<file path="src/rtl/i2cflt_pkg.sv">
// Package: shared widths and line indices for the I2C glitch filter block.
// Assumes two bus lines, with SCL at index 0 and SDA at index 1.
package i2cflt_pkg;
    localparam int FACTOR_W = 5;
    localparam int NUM_LINES = 2;
    localparam int LINE_SCL = 0;
    localparam int LINE_SDA = 1;
    typedef logic [FACTOR_W-1:0] factor_t;
endpackage

</file>
<file path="src/rtl/i2cflt_sync.sv">
// Module: two-flop synchroniser for a vector of asynchronous pin inputs.
// Assumes the pins idle high, so both stages reset to 1.
module i2cflt_sync #(
    parameter int WIDTH = 2
) (
    input  logic             clk,
    input  logic             rst_n,
    input  logic [WIDTH-1:0] pin_in,
    output logic [WIDTH-1:0] pin_sync
);
    logic [WIDTH-1:0] stage1;

    // Purpose: move the pins into the clock domain through two flops.
    always_ff @(posedge clk) begin
        if (!rst_n) begin
            stage1   <= '1;
            pin_sync <= '1;
        end else begin
            stage1   <= pin_in;
            pin_sync <= stage1;
        end
    end
endmodule

</file>
<file path="src/rtl/i2cflt_glitch.sv">
// Module: glitch filter for one line, with a programmable length.
// With factor 0 the synchronised input passes straight through.
// With factor n the output takes a new level only after the input has held it
// for n+1 cycles in a row. The count restarts whenever the input returns to
// the output level. Assumes line_in is already synchronised.
module i2cflt_glitch #(
    parameter int CNT_W = 5
) (
    input  logic             clk,
    input  logic             rst_n,
    input  logic [CNT_W-1:0] factor,
    input  logic             line_in,
    output logic             line_out
);
    logic             held;
    logic [CNT_W-1:0] run;
    logic             bypass;

    assign bypass = (factor == '0);

    // Purpose: count how long the input has differed and commit it at the limit.
    always_ff @(posedge clk) begin
        if (!rst_n) begin
            held <= 1'b1;
            run  <= '0;
        end else if (bypass) begin
            held <= line_in;
            run  <= '0;
        end else if (line_in == held) begin
            run  <= '0;
        end else if (run >= factor) begin
            held <= line_in;
            run  <= '0;
        end else begin
            run  <= run + 1'b1;
        end
    end

    // Purpose: choose between the bypass path and the filtered level.
    assign line_out = bypass ? line_in : held;

    AST_SETTLED_STAYS: assert property (@(posedge clk) disable iff (!rst_n)
        (!bypass && line_in == held) |=> (held == $past(held)));

    AST_COMMIT_MATCHES_INPUT: assert property (@(posedge clk) disable iff (!rst_n)
        (held != $past(held)) |-> (held == $past(line_in)));
endmodule

</file>
<file path="src/rtl/i2cflt_stopflags.sv">
// Module: STOP detector plus the sticky stop flag and the general interrupt flag.
// A STOP is a rising edge of filtered SDA while filtered SCL is high. Each flag
// is cleared by writing 1 to it. The general flag is set again while the stop
// flag is set and the enable is on. Assumes both filtered lines idle high.
module i2cflt_stopflags (
    input  logic clk,
    input  logic rst_n,
    input  logic scl_f,
    input  logic sda_f,
    input  logic stop_ie,
    input  logic stop_clr,
    input  logic gen_clr,
    output logic stop_flag,
    output logic gen_flag
);
    logic sda_prev;
    logic stop_ev;

    // Purpose: remember the previous filtered SDA level so edges can be seen.
    always_ff @(posedge clk) begin
        if (!rst_n) sda_prev <= 1'b1;
        else        sda_prev <= sda_f;
    end

    assign stop_ev = sda_f && !sda_prev && scl_f;

    // Purpose: keep the stop flag set until it is cleared; a new event wins over a clear.
    always_ff @(posedge clk) begin
        if (!rst_n) stop_flag <= 1'b0;
        else        stop_flag <= stop_ev || (stop_flag && !stop_clr);
    end

    // Purpose: keep the general flag set; the enabled stop flag sets it again after a clear.
    always_ff @(posedge clk) begin
        if (!rst_n) gen_flag <= 1'b0;
        else        gen_flag <= (stop_ie && (stop_ev || stop_flag)) || (gen_flag && !gen_clr);
    end

    AST_STOP_SETS_FLAG: assert property (@(posedge clk) disable iff (!rst_n)
        stop_ev |=> stop_flag);

    AST_STOP_STICKY: assert property (@(posedge clk) disable iff (!rst_n)
        (stop_flag && !stop_clr) |=> stop_flag);

    AST_GEN_REASSERT: assert property (@(posedge clk) disable iff (!rst_n)
        (stop_ie && stop_flag) |=> gen_flag);

    AST_GEN_NEEDS_ENABLE: assert property (@(posedge clk) disable iff (!rst_n)
        $rose(gen_flag) |-> $past(stop_ie));
endmodule

</file>
<file path="src/rtl/i2c_glitch_stop.sv">
// Module: top level. It synchronises SCL and SDA, filters each line, and detects STOP.
// It holds the filter factor and the stop enable, which the write strobe loads.
// Assumes write fields are valid only while wr_en is high.
module i2c_glitch_stop #(
    parameter int FACTOR_W = i2cflt_pkg::FACTOR_W
) (
    input  logic                clk,
    input  logic                rst_n,
    input  logic                scl_raw,
    input  logic                sda_raw,
    input  logic                wr_en,
    input  logic [FACTOR_W-1:0] wr_factor,
    input  logic                wr_stop_ie,
    input  logic                wr_stop_clr,
    input  logic                wr_irq_clr,
    output logic                scl_filt,
    output logic                sda_filt,
    output logic                stop_flag,
    output logic                irq
);
    localparam int LINES = i2cflt_pkg::NUM_LINES;

    logic [FACTOR_W-1:0] factor_q;
    logic                stop_ie_q;
    logic [LINES-1:0]    pins;
    logic [LINES-1:0]    pins_sync;
    logic [LINES-1:0]    pins_filt;

    // Purpose: load the filter factor and the stop enable on a write.
    always_ff @(posedge clk) begin
        if (!rst_n) begin
            factor_q  <= '0;
            stop_ie_q <= 1'b0;
        end else if (wr_en) begin
            factor_q  <= wr_factor;
            stop_ie_q <= wr_stop_ie;
        end
    end

    assign pins[i2cflt_pkg::LINE_SCL] = scl_raw;
    assign pins[i2cflt_pkg::LINE_SDA] = sda_raw;

    i2cflt_sync #(.WIDTH(LINES)) sync_i (
        .clk      (clk),
        .rst_n    (rst_n),
        .pin_in   (pins),
        .pin_sync (pins_sync)
    );

    for (genvar g = 0; g < LINES; g++) begin : g_line
        i2cflt_glitch #(.CNT_W(FACTOR_W)) filt_i (
            .clk      (clk),
            .rst_n    (rst_n),
            .factor   (factor_q),
            .line_in  (pins_sync[g]),
            .line_out (pins_filt[g])
        );
    end

    assign scl_filt = pins_filt[i2cflt_pkg::LINE_SCL];
    assign sda_filt = pins_filt[i2cflt_pkg::LINE_SDA];

    i2cflt_stopflags flags_i (
        .clk       (clk),
        .rst_n     (rst_n),
        .scl_f     (scl_filt),
        .sda_f     (sda_filt),
        .stop_ie   (stop_ie_q),
        .stop_clr  (wr_en && wr_stop_clr),
        .gen_clr   (wr_en && wr_irq_clr),
        .stop_flag (stop_flag),
        .gen_flag  (irq)
    );

    AST_RESET_IDLE_LINES: assert property (@(posedge clk) disable iff (!rst_n)
        $past(!rst_n) |-> (!stop_flag && !irq));
endmodule

</file>
<file path="config.mk">
export PLATFORM = sky130hd
export DESIGN_NAME = i2c_glitch_stop
export DESIGN_NICKNAME = d
export VERILOG_FILES = /design/src/rtl/i2cflt_pkg.sv /design/src/rtl/i2cflt_sync.sv /design/src/rtl/i2cflt_glitch.sv /design/src/rtl/i2cflt_stopflags.sv /design/src/rtl/i2c_glitch_stop.sv
export SDC_FILE = /design/constraint.sdc
export NUM_CORES = 1
export LEC_CHECK = 0
export BUFFER_PORTS_ARGS = -buffer_cell sky130_fd_sc_hd__buf_2
export CORE_MARGIN = 3
export CORE_UTILIZATION = 49
export DETAILED_ROUTE_END_ITERATION = 8
export HOLD_SLACK_MARGIN = 0.05
export PLACE_DENSITY = 0.81
export SETUP_SLACK_MARGIN = 0.05
export SYNTH_ARGS = -nofsm -noshare
export SYNTH_HDL_FRONTEND = slang
export SYNTH_SLANG_ARGS = --single-unit
</file>
<file path="constraint.sdc">
create_clock -name clk -period 2.2 [get_ports clk]
set_input_delay 0.11 -clock clk [delete_from_list [all_inputs] [get_ports clk]]
set_output_delay 0.11 -clock clk [all_outputs]
set_load 0.02 [all_outputs]
</file>
==> After elaboration in Yosys (flattened, before gate mapping) <==
Index checks and enable logic that the tools add are counted.
{ "word_totals": {"reg_bits": 25, "out_inout_bits": 4} }
{ "op_classes": {"bitwise_logic": 1, "n_lt_le_gt_ge": 2, "muxes": 8, "reduce_logical": 20, "eq_ne": 4, "addsub": 2} }
{ "ops": {"columns": ["operator", "n"], "rows": [
  ["adder 5 x 1 -> 5 bit, second input constant", 2],
  [">= comparator 5 bit", 2],
  ["2-to-1 mux 1 bit", 8],
  ["OR reduction 4 bit", 2],
  ["logical AND 1 bit", 7],
  ["logical NOT 5 bit", 1],
  ["AND reduction 2 bit", 2],
  ["nonzero test 2 bit", 2],
  ["logical NOT 1 bit", 3],
  ["logical OR 1 bit", 3],
  ["equality test 1 bit", 2],
  ["inequality test 2 x 1 -> 1 bit, second input constant", 1],
  ["inequality test 2 bit, second input constant", 1],
  ["NOT 1 bit", 1]
]} }

==> Depth between registers and ports, before layout <==
{ "depth": {"ltp_word": 7, "depth_mapped": 7, "ltp_nobuf": 7} }

==> By module <==
From an unflattened synthesis, not the netlist that was laid out.
{ "hier_totals": {"cells_unflattened": 128, "hier_area_um2": 1249.9} }
{ "by_module_without_submodules": {"columns": ["mod", "instances", "area_each_um2", "cells_each"], "rows": [
  ["i2cflt_glitch", 2, 396.6, 44],
  ["i2c_glitch_stop", 1, 244.0, 21],
  ["i2cflt_stopflags", 1, 107.6, 11],
  ["i2cflt_sync", 1, 105.1, 8]
]} }

==> Worst setup path after synthesis <==
No wires, ideal clock.
{ "synth_path": {"path_type": "register to register", "from": "register factor_q[1]", "to": "register flags_i.sda_prev", "setup_ns": 0.123, "synth_period_minus_slack_ns": 1.812, "t_arrival_ns": 1.688, "required_time_ns": 2.077, "slack_ns": 0.388, "path_stages_with_launch": 5, "cell_sequence": "dfxtp_1 > or4_4 > nor2_8 > mux2_2 > or2_2"} }
{ "synth_via": {"elab_chain_len": 2} }
{ "synth_lines": {"columns": ["element", "line", "text"], "rows": [
  ["start, declared", "i2c_glitch_stop.sv:23", "logic [FACTOR_W-1:0] factor_q;"],
  ["start signal, assigned", "i2c_glitch_stop.sv:35", "factor_q <= wr_factor;"],
  ["logical NOT 5 bit", "i2cflt_glitch.sv:19", "assign bypass = (factor == '0);"],
  ["2-to-1 mux 1 bit", "i2cflt_glitch.sv:40", "assign line_out = bypass ? line_in : held;"],
  ["named net sda_filt", "i2c_glitch_stop.sv:17", "output logic sda_filt,"],
  ["end signal, assigned", "i2cflt_stopflags.sv:21", "if (!rst_n) sda_prev <= 1'b1;"],
  ["end signal, assigned", "i2cflt_stopflags.sv:22", "else sda_prev <= sda_f;"],
  ["end, declared", "i2cflt_stopflags.sv:16", "logic sda_prev;"]
]} }
The timed path passes the listed nets, and every way through them passes these cells.
A chain may end at the register's enable or synchronous reset.

==> Final worst setup path <==
{ "layout_path": {"from": "register factor_q[1]", "to": "output sda_filt"} }
{ "layout_via": {"elab_chain_len": 2} }
{ "layout_lines": {"columns": ["element", "line"], "rows": [
  ["logical NOT 5 bit", "i2cflt_glitch.sv:19"],
  ["2-to-1 mux 1 bit", "i2cflt_glitch.sv:40"],
  ["end, declared", "i2c_glitch_stop.sv:17"]
]} }
No other way between the ends.

==> key figures <==
Yosys
  • Synth Area in Compound Gates: 0.0967
  • Syn Area/Cell: 9.60 µm²
  • Syn nets: 149
  • Cell Area, Synth: 0.00119 mm²
  • Largest family of logic cells by synthesized area: simple AND/OR/NAND/NOR gates
  • Post-Synth XOR/XNOR Area: 0.0589
  • Mux cell area share after synthesis: 0.0694
  • Post-Synth Simple-Gate Area: 0.190
  • Synth cell types: 30
  • Post-Synth Adder-Cell Area: 0.126
  • #FFs+latches synth: 25
  • Sequential area share after synthesis: 0.421
  • Mapped Cells: 124
  • Synth Warn #: 0

STA
  • Layout Skew: 0.00385 ns
  • Slew headroom: 0.727
  • Endpoints failing hold: 0
  • Unrepaired setup endpoints after global routing: false
  • Tmin final: slightly above 2 ns
  • Endpoints failing setup: 0
  • Worst-margin pin slew: 0.409 ns
  • Final worst path period share: 0.924
  • TNS Setup: 0 ns
  • Post-route setup slack: roughly 0.17 ns
  • Max Freq: 0.492 GHz
  • Slew Limit Fails: 0

Setup path
  • Worst Path Arrival: 1.92 ns
  • Critical path capture point type: output pin
  • R2R Setup Slk: 0.23 ns
  • Critical Path Source Type: register
  • R2R Path Start: factor_q[0]
  • RR Endpoint: g_line[1].filt_i.run[4]
  • Setup CP Type: register to output pin
  • Register-to-Register Path Depth: 6
  • Crit Path Max Fanout: 8
  • Worst EP required: 2.09 ns

Cells and area
  • Share of post-route cells with drive strength above 1: 0.176
  • Design Area, Final: 0.00143 mm²
  • # nets final: roughly 180
  • Commonest non-fill, non-tap cells in the layout: dfxtp_1 (25), nor2_1 (20), buf_2 (16)
  • Most common cell after layout, fill and taps aside: dfxtp_1
  • Reg area: 500 µm²
  • Fillers: 204
  • Final core occ: 0.636
  • Ant diodes: 0
  • Area of the multi-input gates: 644 µm²
  • Area grow syn2layout: 20.5%

Global route
  • GRT overflow: 0
  • Total Routing Usage GR: 0.166
  • Largest net degree at the start of global routing: 14
  • Initial antenna violation count: 0
  • Vias in the first global route: 1,026
  • Global-route wire length before repair: 4190 µm

Placement
  • Pre-CTS setup slack: 0.251 ns
  • Cell area after placement: approximately 0.0013 mm²
  • Final RePlAce weighted congestion: about 0.86
  • Port bufs: 16
  • Post-detail-place hpwl: approximately 1700 µm

CTS
  • Clk Latency, worst-skew pair: between 0.3 and 0.4 ns
  • TritonCTS buffer count: 3
  • Setup bufs post-CTS: 0
  • Htree depth: 1
  • Clock Path Buffers: 2
  • Clock sink count: 25
  • Clk slew on worst S/H paths: 0.13 ns
  • CTS Root Cell: clkbuf_4
  • TritonCTS clock tree: yes

Die
  • Row count: 17
  • # IOs: 17
  • Starting density of the core: 0.528
  • Die area: roughly 0.0031 mm²
  • Area of the core: roughly 0.0023 mm²
  • Die X: 55.3 µm
  • Die Ht: 55.3 µm

Power
  • Pleak: 0.000611 µW
  • VDD IR-drop max: 0.445 mV
  • Power per cell area: 555 mW/mm²

Hold path
  • Worst Hold Depth: 4
  • HP Class: primary input to register
  • Hold Crit Endpoint: flags_i.stop_flag
  • HP Start: wr_stop_clr

Run
  • Max Cap Viol: 0

Routing
  • 1st-iter DRT viols: 3
  • Routed length per instance: between 10 and 15 µm
  • Antenna Nets Post-Route: 0
  • DRC Markers: 0
  • Total routed wirelength: between 2000 and 2500 µm
  • Pre-antenna DRT Iters: 4
  • DR vias: 953
  • Drt via density: 5.27

Status
  • Outcome: complete, no violations
-- power breakdown --
group | switching, µW | internal (µW)
sequential | 12.3 | 467
combinational | 58.5 | 59.0
clock | 129 | 70.7
total | 200 | 596
-- flip-flops by register name (all words and copies together) (netlist names) --
signal / cells
factor_q: 5
stop_ie_q: 1
g_line.filt_i.run: 10
flags_i.stop_flag: 1
sync_i.pin_sync: 2
g_line.filt_i.held: 2
flags_i.sda_prev: 1
sync_i.stage1: 2
flags_i.gen_flag: 1
-- cell type report --
cell class,instances,share of cell area
inverters,10,0.0262
flip-flops and latches,25,0.349
well taps,28,0.0244
clock buffers,4,0.0183
multi-input cells,87,0.449
repair buffers,27,0.133
-- routing by layer --
layer	global-route usage	wire, µm	vias to the layer above
li1	-	-	485
met1	0.189	1010	440
met2	0.297	1150	20
met3	0.0234	48	8
met4	0.0833	88	0
met5	0	0	-
-- worst max-delay path, stage by stage (launching register included) --
cell,delay [ns]
dfxtp_1,0.35
or4_4,0.58
nor2_8,0.16
mux2_2,0.36
buf_2,0.16
-- Yosys cell counts (all sizes together) --
library cell / count / area (µm²)
o31a: 1 / 8.76
mux2: 2 / 22.5
dfxtp: 25 / 500
o21ai: 5 / 25.0
nand4: 1 / 6.26
xor2: 6 / 52.6
nand3: 7 / 40.0
a21o: 2 / 15.0
nand2: 2 / 7.51
mux2i: 6 / 60.1
inv: 10 / 37.5
nand3b: 1 / 7.51
or4b: 1 / 10.0
o211ai: 1 / 7.51
ha: 12 / 150
a21oi: 5 / 32.5
or4: 1 / 11.3
a21boi: 1 / 7.51
nor3: 1 / 5.00
nor2: 21 / 95.1
nand2b: 5 / 31.3
or2: 1 / 6.26
o41a: 1 / 11.3
a211oi: 1 / 7.51
clkbuf: 2 / 7.51
xnor2: 2 / 17.5
nor4: 1 / 6.26
-- worst max path at each step --
| stage | start | to | slack, ns |
|---|---|---|---|
| after global placement | factor_q[0] | g_line[1].filt_i.run[4] | 0.33 |
| after detailed placement | factor_q[0] | g_line[1].filt_i.run[4] | 0.25 |
| after CTS | factor_q[1] | sda_filt | 0.16 |
| after global routing | factor_q[0] | g_line[1].filt_i.run[2] | 0.1 |
| after floorplan | factor_q[1] | flags_i.sda_prev | 0.39 |
| final | factor_q[1] | sda_filt | 0.17 |
-- cell families (layout without fill, tap and decap cells) --
| kind of cell | Yosys count | in the layout |
|---|---|---|
| flip-flops | 25 | 25 |
| multiplexers | 8 | 8 |
| AND/OR/NAND/NOR | 42 | 42 |
| adder cells (fa/ha/maj) | 12 | 12 |
| buffers and inverters | 12 | 41 |
| XOR/XNOR | 8 | 8 |
| AO/OA/AOI/OAI | 17 | 17 |
-- what timing repair did --
item / 4_1_cts / 5_1_grt
gates resized for setup: 0 / 0
hold buffers: 11 / 0
endpoints found under the hold margin: 10 / 0
-- per-stage QoR --
stage                     instances  total power (µW)  hold slack (ns)
final                           181               796           0.0812
after global routing            181               837           0.0925
after CTS                       181               805           0.0660
after detailed placement        166               590            0.295
after global placement          166               586            0.293
after floorplan                 124               560            0.183
Note: power is estimated with default switching activity, not from simulation.
